`src/rtl/pgs_pkg.sv`:
```
package pgs_pkg;

  typedef enum logic [1:0] {
    ST_OFF   = 2'b00,
    ST_WAIT  = 2'b01,
    ST_DELAY = 2'b10,
    ST_ON    = 2'b11
  } seq_state_e;

  typedef enum logic [1:0] {
    LVL_LOW  = 2'b00,
    LVL_MID  = 2'b01,
    LVL_HIGH = 2'b10
  } tri_lvl_e;

  typedef struct packed {
    tri_lvl_e   lvl;
    logic [1:0] bin;
    logic       mult;
  } strap_t;

  // Fold the unused comparator code onto the mid level.
  function automatic tri_lvl_e fold_tri(input logic [1:0] code);
    if (code == 2'b11) return LVL_MID;
    return tri_lvl_e'(code);
  endfunction

endpackage

```
`src/rtl/pgs_sync.sv`:
```
module pgs_sync #(
  parameter int   STAGES  = 2,
  parameter logic RST_VAL = 1'b0
) (
  input  logic clk,
  input  logic rst_n,
  input  logic d,
  output logic q
);

  logic [STAGES-1:0] chain_q;

  generate
    for (genvar i = 0; i < STAGES; i++) begin : g_stage
      if (i == 0) begin : g_first
        always_ff @(posedge clk or negedge rst_n) begin
          if (!rst_n) chain_q[0] <= RST_VAL;
          else        chain_q[0] <= d;
        end
      end else begin : g_rest
        always_ff @(posedge clk or negedge rst_n) begin
          if (!rst_n) chain_q[i] <= RST_VAL;
          else        chain_q[i] <= chain_q[i-1];
        end
      end
    end
  endgenerate

  assign q = chain_q[STAGES-1];

endmodule

```
`src/rtl/pgs_settle_timer.sv`:
```
module pgs_settle_timer #(
  parameter int DELAY_TICKS = 4
) (
  input  logic clk,
  input  logic rst_n,
  input  logic run,
  input  logic tick,
  output logic done
);

  localparam int CW = (DELAY_TICKS < 2) ? 1 : $clog2(DELAY_TICKS);
  localparam logic [CW-1:0] LAST = CW'(DELAY_TICKS - 1);

  logic [CW-1:0] cnt_q, cnt_d;
  logic          cnt_en;

  assign done   = run && tick && (cnt_q == LAST);
  assign cnt_en = !run || tick;

  always_comb begin
    cnt_d = cnt_q;
    if (!run)       cnt_d = '0;
    else if (done)  cnt_d = '0;
    else            cnt_d = cnt_q + 1'b1;
  end

  always_ff @(posedge clk or negedge rst_n) begin
    if (!rst_n)      cnt_q <= '0;
    else if (cnt_en) cnt_q <= cnt_d;
  end

  AST_CNT_IN_RANGE: assert property (@(posedge clk) disable iff (!rst_n)
    cnt_q <= LAST);

  AST_CNT_IDLE_CLEAR: assert property (@(posedge clk) disable iff (!rst_n)
    !run |=> (cnt_q == '0));

endmodule

```
`src/rtl/pgs_strap_latch.sv`:
```
module pgs_strap_latch
  import pgs_pkg::*;
(
  input  logic       clk,
  input  logic       rst_n,
  input  logic       capture,
  input  logic [1:0] tri_in,
  input  logic [1:0] bin_in,
  input  logic       mult_in,
  output strap_t     held,
  output logic [2:0] view
);

  strap_t held_q, held_d;
  logic   taken_q;

  always_comb begin
    held_d.lvl  = fold_tri(tri_in);
    held_d.bin  = bin_in;
    held_d.mult = mult_in;
  end

  always_ff @(posedge clk or negedge rst_n) begin
    if (!rst_n) begin
      held_q  <= '0;
      taken_q <= 1'b0;
    end else if (capture) begin
      held_q  <= held_d;
      taken_q <= 1'b1;
    end
  end

  assign held = held_q;
  assign view = {held_q.lvl == LVL_HIGH, held_q.bin};

  AST_HELD_STABLE: assert property (@(posedge clk) disable iff (!rst_n)
    taken_q |=> $stable(held_q));

  AST_SINGLE_CAPTURE: assert property (@(posedge clk) disable iff (!rst_n)
    capture |-> !taken_q);

  AST_NO_RAW_CODE: assert property (@(posedge clk) disable iff (!rst_n)
    held_q.lvl != 2'b11);

endmodule

```
`src/rtl/pwrgd_strap_seq.sv`:
```
module pwrgd_strap_seq
  import pgs_pkg::*;
#(
  parameter int REF_KHZ  = 14318,
  parameter int DELAY_US = 250,
  parameter int SYNC_STG = 2
) (
  input  logic       clk,
  input  logic       rst_n_in,
  input  logic       pg_n,
  input  logic       tick,
  input  logic [1:0] sel_tri,
  input  logic [1:0] sel_bin,
  input  logic       mult_in,
  output logic [1:0] tri_held,
  output logic [1:0] bin_held,
  output logic       mult_held,
  output logic [2:0] strap_view,
  output logic       vco_en,
  output logic       clk_oe,
  output logic [1:0] seq_state
);

  localparam int RAW_TICKS   = (REF_KHZ * DELAY_US) / 1000;
  localparam int DELAY_TICKS = (RAW_TICKS < 1) ? 1 : RAW_TICKS;

  logic       rst_n;
  logic       pg_n_s;
  logic       timer_done;
  logic       capture;
  seq_state_e state_q, state_d;
  logic       vco_q, vco_d;
  logic       oe_q, oe_d;
  strap_t     held;

  pgs_sync #(.STAGES(SYNC_STG), .RST_VAL(1'b0)) u_rst_sync (
    .clk(clk), .rst_n(rst_n_in), .d(1'b1), .q(rst_n)
  );

  pgs_sync #(.STAGES(SYNC_STG), .RST_VAL(1'b1)) u_pg_sync (
    .clk(clk), .rst_n(rst_n), .d(pg_n), .q(pg_n_s)
  );

  pgs_settle_timer #(.DELAY_TICKS(DELAY_TICKS)) u_timer (
    .clk(clk), .rst_n(rst_n), .run(state_q == ST_DELAY),
    .tick(tick), .done(timer_done)
  );

  assign capture = (state_q == ST_DELAY) && timer_done;

  pgs_strap_latch u_latch (
    .clk(clk), .rst_n(rst_n), .capture(capture),
    .tri_in(sel_tri), .bin_in(sel_bin), .mult_in(mult_in),
    .held(held), .view(strap_view)
  );

  always_comb begin
    state_d = state_q;
    unique case (state_q)
      ST_OFF:   state_d = ST_WAIT;
      ST_WAIT:  if (!pg_n_s)   state_d = ST_DELAY;
      ST_DELAY: if (timer_done) state_d = ST_ON;
      ST_ON:    state_d = ST_ON;
      default:  state_d = ST_OFF;
    endcase
  end

  always_comb begin
    vco_d = vco_q || capture;
    oe_d  = oe_q  || (state_q == ST_ON);
  end

  always_ff @(posedge clk or negedge rst_n) begin
    if (!rst_n) begin
      state_q <= ST_OFF;
      vco_q   <= 1'b0;
      oe_q    <= 1'b0;
    end else begin
      state_q <= state_d;
      vco_q   <= vco_d;
      oe_q    <= oe_d;
    end
  end

  assign tri_held  = held.lvl;
  assign bin_held  = held.bin;
  assign mult_held = held.mult;
  assign vco_en    = vco_q;
  assign clk_oe    = oe_q;
  assign seq_state = state_q;

  AST_VCO_MATCH_ON: assert property (@(posedge clk) disable iff (!rst_n)
    vco_q == (state_q == ST_ON));

  AST_OE_NEEDS_ON: assert property (@(posedge clk) disable iff (!rst_n)
    $rose(oe_q) |-> $past(state_q) == ST_ON);

  AST_OE_STICKY: assert property (@(posedge clk) disable iff (!rst_n)
    oe_q |=> oe_q);

  AST_ON_TERMINAL: assert property (@(posedge clk) disable iff (!rst_n)
    (state_q == ST_ON) |=> (state_q == ST_ON));

  AST_DELAY_FORWARD: assert property (@(posedge clk) disable iff (!rst_n)
    (state_q == ST_DELAY) |=> (state_q == ST_DELAY || state_q == ST_ON));

  AST_WAIT_HOLDS: assert property (@(posedge clk) disable iff (!rst_n)
    (state_q == ST_WAIT && pg_n_s) |=> (state_q == ST_WAIT));

endmodule

```
`config.mk`:
```
export PLATFORM = sky130hd
export DESIGN_NAME = pwrgd_strap_seq
export DESIGN_NICKNAME = d
export VERILOG_FILES = /design/src/rtl/pgs_pkg.sv /design/src/rtl/pgs_sync.sv /design/src/rtl/pgs_settle_timer.sv /design/src/rtl/pgs_strap_latch.sv /design/src/rtl/pwrgd_strap_seq.sv
export SDC_FILE = /design/constraint.sdc
export NUM_CORES = 1
export LEC_CHECK = 0
export BUFFER_PORTS_ARGS = -buffer_cell sky130_fd_sc_hd__buf_2
export CAP_MARGIN = 10
export CORE_ASPECT_RATIO = 1.1
export CORE_MARGIN = 2
export CORE_UTILIZATION = 45
export CTS_CLUSTER_DIAMETER = 100
export DETAILED_ROUTE_END_ITERATION = 12
export HOLD_SLACK_MARGIN = 0.15
export PLACE_DENSITY_LB_ADDON = 0.05
export SLEW_MARGIN = 20
export SYNTH_ARGS = -nofsm -noshare
export SYNTH_HDL_FRONTEND = slang
export SYNTH_SLANG_ARGS = --single-unit
```
`constraint.sdc`:
```
create_clock -name clk -period 1.29 [get_ports clk]
set_clock_uncertainty 0.2 [all_clocks]
set_input_delay 0.1935 -clock clk [delete_from_list [all_inputs] [get_ports clk]]
set_output_delay 0.1935 -clock clk [all_outputs]
set_load 0.01 [all_outputs]
```
# Word-level counts from Yosys, hierarchy flattened
# Cells that the tools add are included.
[word_totals]
n_memories = 0
inputBits = 9
latchBits = 0
regBits = 25
romBits = 0
out_inout_bits = 12
mem_bits_rw = 0
[op_classes]
add_sub_neg = 1
shift = 0
n_eq_ne = 8
muxes = 8
order_cmp = 0
mul = 0
n_reduce_logical = 9
n_div = 0
bitwise = 0
[op_table]
columns = ["cell", "n"]
rows = [
  ["$mux W12", 2],
  ["$add A12 B1 Y12 const B", 1],
  ["$eq A12 B12 Y1 const B", 1],
  ["$eq A2 B2 Y1 const B", 4],
  ["$mux W2", 4],
  ["$pmux W2 S4", 1],
  ["$ne A2 B2 Y1 const B", 2],
  ["$logic_and A1 B1 Y1", 3],
  ["$logic_or A1 B1 Y1", 3],
  ["$eq A2 B1 Y1 const B", 1],
  ["$logic_not A2 Y1", 1],
  ["$reduce_and A2 Y1", 1],
  ["$logic_not A1 Y1", 1],
  ["$mux W1", 1],
]

# Logic depth before layout (Yosys ltp)
# Gate-level depths: netlist (run 1).
[depth]
depth_word = 5
depth_mapped = 7
depth_no_buf = 6

# Cells and area by module
# From an unflattened synthesis (run 1), not the netlist that was laid out.
[unflattened]
cells_unflattened = 111
area_unflattened_um2 = 1199.9
[by_module_without_submodules]
columns = ["module", "seq_area_each_um2", "cells_each", "n_inst", "area_per_inst_um2"]
rows = [
  ["pgs_settle_timer", 300.3, 79, 1, 728.2],
  ["pgs_strap_latch", 125.1, 15, 1, 205.2],
  ["pwrgd_strap_seq", 100.1, 13, 1, 163.9],
  ["pgs_sync at u_pg_sync", 52.6, 2, 1, 52.6],
  ["pgs_sync at u_rst_sync", 50.0, 2, 1, 50.0],
]

# Worst setup path after synthesis (run 1)
# OpenSTA, ideal clock, no wires.
[synth_timing]
path_type = "reg2reg"
startpoint = "register u_timer.cnt_q[0]"
endpoint = "register u_latch.held_q (netlist bit u_latch.held[0])"
path_stages_with_launch = 8
setup_slack_ns = -0.802
path_buffers = 1
arrival_ns = 1.767
path_cell_list = "dfrtp_1 > inv_1 > ha_1 > nor4bb_1 > nand2_1 > or4_4 > buf_6 > mux2_4"
[synth_between]
elab_chain_len = 3
[synth_rtl]
columns = ["item", "line_no", "rtl"]
rows = [
  ["from (decl)", "pgs_settle_timer.sv:14", "logic [CW-1:0] cnt_q, cnt_d;"],
  ["from (signal assigned)", "pgs_settle_timer.sv:29", "else if (cnt_en) cnt_q <= cnt_d;"],
  ["$eq A12 B12 Y1", "pgs_settle_timer.sv:17", "assign done = run && tick && (cnt_q == LAST);"],
  ["$logic_and A1 B1 Y1", "pgs_settle_timer.sv:17", ""],
  ["$logic_and A1 B1 Y1", "pwrgd_strap_seq.sv:49", "assign capture = (state_q == ST_DELAY) && timer_done;"],
  ["to (signal assigned)", "pgs_strap_latch.sv:28", "held_q <= held_d;"],
  ["to (decl)", "pgs_strap_latch.sv:14", "strap_t held_q, held_d;"],
]
# Every way passes these cells.
# A chain may end at the register's enable or synchronous reset.

# Final worst setup path (run 1)
# Same ends and word-level chain as after synthesis.

==> results of run 1 <==
[power breakdown]
part / switching [W] / leakage [nW] / internal, W
combinational: 0.000157 / 0.509 / 0.000203
sequential: 0.0000197 / 0.316 / 0.000816
clock: 0.000247 / 0.0177 / 0.000117
total: 0.000424 / 0.843 / 0.00114
[final cells by class]
cell class              instances  area [µm²]
clock inverters                 1       5.005
clock buffers                   3       22.52
repair buffers                 64       493.0
multi-input cells              66       531.8
inverters                       3       11.26
flip-flops and latches         25       628.1
well taps                      31       38.79
fillers                       193       742.0
[worst max path at each step]
stage                                 start                           to  slack (ns)  cells after the start
5_1_grt        u_timer.cnt_q[0]$_DFFE_PN0P_  u_latch.held[0]$_DFFE_PN0P_       -0.79                      6
6_report       u_timer.cnt_q[0]$_DFFE_PN0P_  u_latch.held[0]$_DFFE_PN0P_       -0.72                      6
2_1_floorplan  u_timer.cnt_q[0]$_DFFE_PN0P_  u_latch.held[0]$_DFFE_PN0P_       -0.80                      7
4_1_cts        u_timer.cnt_q[0]$_DFFE_PN0P_  u_latch.held[0]$_DFFE_PN0P_       -0.73                      6
3_5_place_dp   u_timer.cnt_q[0]$_DFFE_PN0P_  u_latch.held[0]$_DFFE_PN0P_       -0.74                      6
3_3_place_gp   u_timer.cnt_q[0]$_DFFE_PN0P_  u_latch.held[0]$_DFFE_PN0P_       -0.69                      6
[cells by family (layout without fill, tap and decap cells)]
family          after synthesis  after routing  synth area share (%)
xor+xnor                      7              7                 5.303
compound gates               13             13                 8.335
flops                        25             25                 54.33
other cells                   1              1                0.3244
mux                           5              5                 6.493
buf+inv                       7             71                 3.571
simple gates                 38             38                 19.48
fa+ha+maj                     2              2                 2.164
[per-layer routing]
| metal | vias to the layer above | global-route usage, % |
|---|---|---|
| li1 | 464 | - |
| met1 | 469 | 25.43 |
| met2 | 21 | 30.00 |
| met3 | 4 | 3.141 |
| met4 | 0 | 9.890 |
| met5 | - | 0 |
[stage by stage]
stage / util (%) / total power (W)
2_1_floorplan: - / 0.0009620
3_3_place_gp: 58.20 / 0.001080
3_5_place_dp: 58.20 / 0.001084
4_1_cts: 67.41 / 0.001539
5_1_grt: 69.99 / 0.001645
6_report: 69.99 / 0.001559
[registers in the layout, indices dropped and copies added (netlist names)]
register            flops
u_latch.held            5
u_timer.cnt_q          12
u_rst_sync.q            1
u_pg_sync.chain_q       1
clk_oe                  1
u_pg_sync.q             1
vco_en                  1
u_rst_sync.chain_q      1
seq_state               2
[worst reg2reg max path, delay by kind of cell, from the launching register on]
kind          cells  cell delay, ns
fa+ha+maj         1            0.13
flops             1            0.41
buf+inv           1            0.06
mux               1            0.32
simple gates      3            0.79
[cell usage in the layout, fill, tap and decap left out, types with 2 or more instances in the layout]
master,count
dlygate4sd3_1,11
buf_6,8
mux2_4,5
dfstp_2,2
and4_4,2
nor2b_1,2
nor2_1,8
clkbuf_4,3
dfrtp_1,23
nand3_1,4
xor2_1,7
inv_1,2
nand2b_1,2
nand4_1,2
buf_2,18
nand2_1,8
a21oi_1,3
buf_4,27
[repair_timing]
action,in CTS,in global routing
cloned,1,0
resized for setup,14,8
setup endpoints to repair,26,33
endpoints found under the hold margin,31,0
hold buffers,11,0
buffers inserted,5,6
pin swaps,3,0
==> results.json, run 1 <==
{
  "cts_tree": "yes",
  "ant_nets": 0,
  "clock_latency_ns": 0.33,
  "drc_errors": 0,
  "clk_pin_slew_ns": 0.14,
  "tns_ns": -11.74,
  "worst_setup_path_start_kind": "flop",
  "area_growth_pct": 49.68,
  "wl_met2_um": 1355,
  "min_to": "u_timer.cnt_q[1]$_DFFE_PN0P_",
  "placed_cell_area_um2": 1439,
  "synth_top_cell_area_share_pct": 49.78,
  "grt_pass1_wl_um": 4126,
  "die_height_um": 57.16,
  "synthFlopType": "dfrtp_1",
  "nets": 174,
  "async_flop_share_pct": 100.0,
  "numClockSinks": 25,
  "yosys-top-cells-count": "dfrtp_1 (23), nand2_1 (9), nor2_1 (8), xor2_1 (7), mux2_4 (5)",
  "leakagePower_nw": 0.8431,
  "final_cells": 193,
  "r2r_end": "u_latch.held[0]$_DFFE_PN0P_",
  "maxSlewViolCount": 0,
  "r2r_start": "u_timer.cnt_q[0]$_DFFE_PN0P_",
  "met3_length_um": 71,
  "fin_crit_ns": 2.008,
  "yosysSeqAreaShare_pct": 54.33,
  "path_class": "reg2reg",
  "arrival_ns": 2.04,
  "setup_slack_ns": -0.7181,
  "final-hold-violation-count": 0,
  "grt_max_degree": 24,
  "drive_above_1_share_pct": 48.77,
  "placementRows": 19,
  "holdWs_ns": 0.1438,
  "slowest_delay_ns": 0.49,
  "powerDensity_nw_per_um2": 901.2,
  "worstHoldStart": "tick",
  "syn_avg_cell_area_um2": 11.80,
  "clk_path_buf_depth": 2,
  "path_buf_inv": 1,
  "gp_congestion": 0.8386,
  "setup_viol": 22,
  "drv_cap": 0,
  "wirelength_um": 2663,
  "syn_area_um2": 1156,
  "grtUsageTotal_pct": 19.19,
  "die-area_um2": 2991,
  "highest_layer": "met4",
  "cp-end-kind": "flop",
  "cp_slowest_cell": "or4_4",
  "fp.dieW_um": 52.33,
  "design_area_um2": 1730,
  "r2r_slack_ns": -0.72,
  "synth_edf_count": 0,
  "ff2ff_path_depth": 6,
  "port_buffers": 20,
  "cts_root_buffer": "clkbuf_4",
  "drt_iter0_drc": 11,
  "cp_max_fo": 6,
  "antenna_cells": 0,
  "synth_most_common_cell": "dfrtp_1",
  "grt-ovfl-total": 0,
  "core-area_um2": 2472,
  "synth-seq-cells": 25,
  "synthCells": 98,
  "cp_top_family": "simple AND/OR/NAND/NOR gates",
  "grt_pass1_vias": 866,
  "drt-wirelength-per-cell_um": 13.80,
  "firstDrtPassIters": 4,
  "synth.distinct_cells": 36,
  "worst_ep_required_time_ns": 1.32,
  "min_delay_path_depth": 6,
  "dp_cells": 168,
  "met1_length_um": 1187,
  "htree_levels": 1,
  "antenna_found_initial": 0,
  "fmax_mhz": 498.0,
  "start_util_pct": 46.76,
  "min_path_type": "in2reg",
  "vias_per_cell": 4.964,
  "num_vias": 958,
  "yosys.area.top_type": "dfrtp_1",
  "rsz0062_at_grt": "true",
  "status": "finished with violations",
  "synth_nets": 109,
  "io_pins": 21,
  "ys_warn_count": 0,
  "vdd_drop_max_mv": 0.6952,
  "synthTopCellsByArea": "dfrtp_1 (50%), mux2_4 (6.5%), xor2_1 (5.3%)",
  "cts_made_buffers": 3,
  "cp_cell_sequence": "inv_2 -> ha_1 -> nor4bb_2 -> nand2_1 -> or4_4 -> mux2_4",
  "violations": "setup timing",
  "period_share_pct": 155.7,
  "post-place-ws_ns": -0.7398,
  "dp.final_hpwl_um": 1643
}
Note: power is estimated with default switching activity, not from simulation.
==> inputs of run 2 (changes only) <==
ABC_AREA = 1   (was default)
==> run 2 against run 1 <==
Against the previous run:
- the flow still finishes with violations (setup timing)
- critical path depth rose by 3
- non-clock buffer count down 7
- highest routed layer unchanged
- flip-flop and latch count unchanged
- global-route usage increased by 2.9 points
- register-to-register slack improved by 0.45 ns
- fmax is 29% higher
- first-iteration DRC count rose by 18%
- die area increased by 6.8%
- design area increased by 6.0%
- critical path type unchanged
- sequential share of layout area shrank 2.0 points
- hold slack lost 0.11 ns
==> results.json, run 2 <==
{
  "antenna_found_initial": 0,
  "ys_warn_count": 0,
  "port_buffers": 20,
  "cp_top_family": "simple AND/OR/NAND/NOR gates",
  "final_cell_mix": "nand2_1 (37), buf_4 (26), dfrtp_1 (22)",
  "top_register": "u_timer.cnt_q",
  "htree_levels": 1,
  "cp_slowest_cell": "dfrtp_1",
  "utilization_pct": 71.44,
  "core-area_um2": 2567,
  "holdWs_ns": 0.03449,
  "met1_length_um": 1308,
  "wirelength_um": 3026,
  "antenna_cells": 0,
  "cts_made_buffers": 3,
  "grt_pass1_wl_um": 4995,
  "clk_path_buf_depth": 2,
  "start_util_pct": 48.34,
  "syn_avg_cell_area_um2": 8.330,
  "fmax_mhz": 641.6,
  "min_path_type": "reg2async",
  "cts_tree": "yes",
  "cp_max_fo": 5,
  "rsz0062_at_grt": "true",
  "clk_pin_slew_ns": 0.14,
  "nFillCells": 204,
  "worst_setup_path_start_kind": "flop",
  "yosysSeqAreaShare_pct": 50.60,
  "cts_root_buffer": "clkbuf_4",
  "nets": 221,
  "drv_cap": 0,
  "die_height_um": 59.08,
  "drt-wirelength-per-cell_um": 12.61,
  "vdd_drop_max_mv": 0.6971,
  "largest_register_ffs": 12,
  "async_flop_share_pct": 100.0,
  "synth_top_cell_area_share_pct": 46.37,
  "p_total_w": 0.001214,
  "drive_above_1_share_pct": 44.02,
  "synthFlopType": "dfrtp_1",
  "slowest_delay_ns": 0.45,
  "leakagePower_nw": 0.9111,
  "num_vias": 1139,
  "highest_layer": "met4",
  "vias_per_cell": 4.746,
  "synthCells": 149,
  "io_pins": 21,
  "setup_viol": 21,
  "yosys-top-cells-count": "nand2_1 (39), dfrtp_1 (23), nor2_1 (20), inv_1 (17), nand3_1 (9)",
  "grtUsageTotal_pct": 22.04,
  "synth_edf_count": 0,
  "drt_iter0_drc": 13,
  "cts_hold_buf": 9,
  "yosys.area.top_type": "dfrtp_1",
  "seq_area_um2": 629.4,
  "ant_nets": 0,
  "synthTopCellsByArea": "dfrtp_1 (46%), nand2_1 (12%), nor2_1 (6.0%)",
  "fin_crit_ns": 1.559,
  "fp.dieW_um": 54.08,
  "multi_input_area_um2": 651.9,
  "area_growth_pct": 47.78,
  "met3_length_um": 99,
  "placementRows": 19,
  "maxSlewViolCount": 0,
  "grt-ovfl-total": 0,
  "layout_commonest_cell": "nand2_1",
  "numClockSinks": 25,
  "clock_latency_ns": 0.33,
  "firstDrtPassIters": 4,
  "worst_ep_required_time_ns": 1.32,
  "gp_congestion": 0.8101,
  "setup_slack_ns": -0.2686,
  "cp_cell_sequence": "inv_2 -> ha_4 -> nand2_4 -> nor2_4 -> nand2_4 -> nor2_8 -> nor2_4 -> nand2_1 -> nor2_1",
  "synth_nets": 160,
  "path_class": "reg2reg",
  "path_buf_inv": 1,
  "syn_area_um2": 1241,
  "violations": "setup timing",
  "final_cells": 240,
  "wl_met2_um": 1544,
  "die-area_um2": 3195,
  "synth-seq-cells": 25,
  "period_share_pct": 120.8,
  "synth.distinct_cells": 27,
  "drc_errors": 0,
  "dp.final_hpwl_um": 2001,
  "powerDensity_nw_per_um2": 661.9,
  "tns_ns": -4.661,
  "grt_max_degree": 24,
  "arrival_ns": 1.59,
  "status": "finished with violations",
  "synth_most_common_cell": "nand2_1",
  "grt_pass1_vias": 1131,
  "dp_cells": 223,
  "final-hold-violation-count": 0,
  "cp-end-kind": "flop"
}
[run 2: worst paths after layout]
check | slack [ns] | from | cells after the start | to
min reg2reg | 0.03 | u_rst_sync.q$_DFF_PN0_ | 1 | u_timer.cnt_q[4]$_DFFE_PN0P_
max | -0.27 | u_timer.cnt_q[0]$_DFFE_PN0P_ | 9 | u_timer.cnt_q[8]$_DFFE_PN0P_
min | 0.03 | u_rst_sync.q$_DFF_PN0_ | 1 | u_timer.cnt_q[4]$_DFFE_PN0P_
max reg2reg | -0.27 | u_timer.cnt_q[0]$_DFFE_PN0P_ | 9 | u_timer.cnt_q[8]$_DFFE_PN0P_
min in group clk | 0.17 | u_pg_sync.chain_q[0]$_DFF_PN1_ | 0 | u_pg_sync.q$_DFF_PN1_
max in group asynchronous | 0.29 | rst_n_in | 3 | u_rst_sync.q$_DFF_PN0_
[run 2: layer usage]
metal  up-vias  track usage [%]
met5         -                0
met4         0            8.214
met3         9            5.303
met2        19            38.15
met1       529            26.07
li1        582                -
[run 2: kinds of logic after synthesis]
kind of cell | Yosys count | synth area share (%)
and+or+nand+nor | 88 | 33.67
DFF | 25 | 50.60
buffers and inverters | 21 | 6.955
AOI/OAI and AO/OA | 10 | 5.040
xor gates and xnor gates | 2 | 1.412
adders and majority gates | 2 | 2.016
other | 1 | 0.3021
[run 2: power breakdown]
group / internal [W] / total, W / leakage, nW / switching (W)
Clock: 0.000121 / 0.000364 / 0.0150 / 0.000242
Combinational: 0.0000308 / 0.0000558 / 0.581 / 0.0000250
Sequential: 0.000793 / 0.000795 / 0.315 / 0.00000215
[run 2: what timing repair did]
item	in CTS	in global routing
cloned	1	0
gates resized for setup	20	10
setup endpoints to repair	21	30
pin swaps	10	9
buffers inserted	1	2
hold endpoints to repair	32	21
[run 2: area by class of cell]
cell class                 instances  share of cell area [%]
sequential                        25                   34.31
clock buffer                       4                   1.432
timing repair buffer              57                   22.58
multi-input combinational        104                   35.54
inverter                          19                   4.025
tap                               31                   2.115
[run 2: stage by stage]
stage	area (µm²)	setup WS [ns]
after floorplan	1264	-0.1340
after global placement	1575	-0.2380
after detailed placement	1575	-0.2660
after CTS	1787	-0.2461
after global routing	1834	-0.3732
final	1834	-0.2686
[run 2: worst register-to-register path, delay by kind of cell, from the launching register on]
family,cells,cell delay (ns)
adders and majority gates,1,0.15
buffers and inverters,1,0.11
DFF,1,0.45
and+or+nand+nor,7,0.56
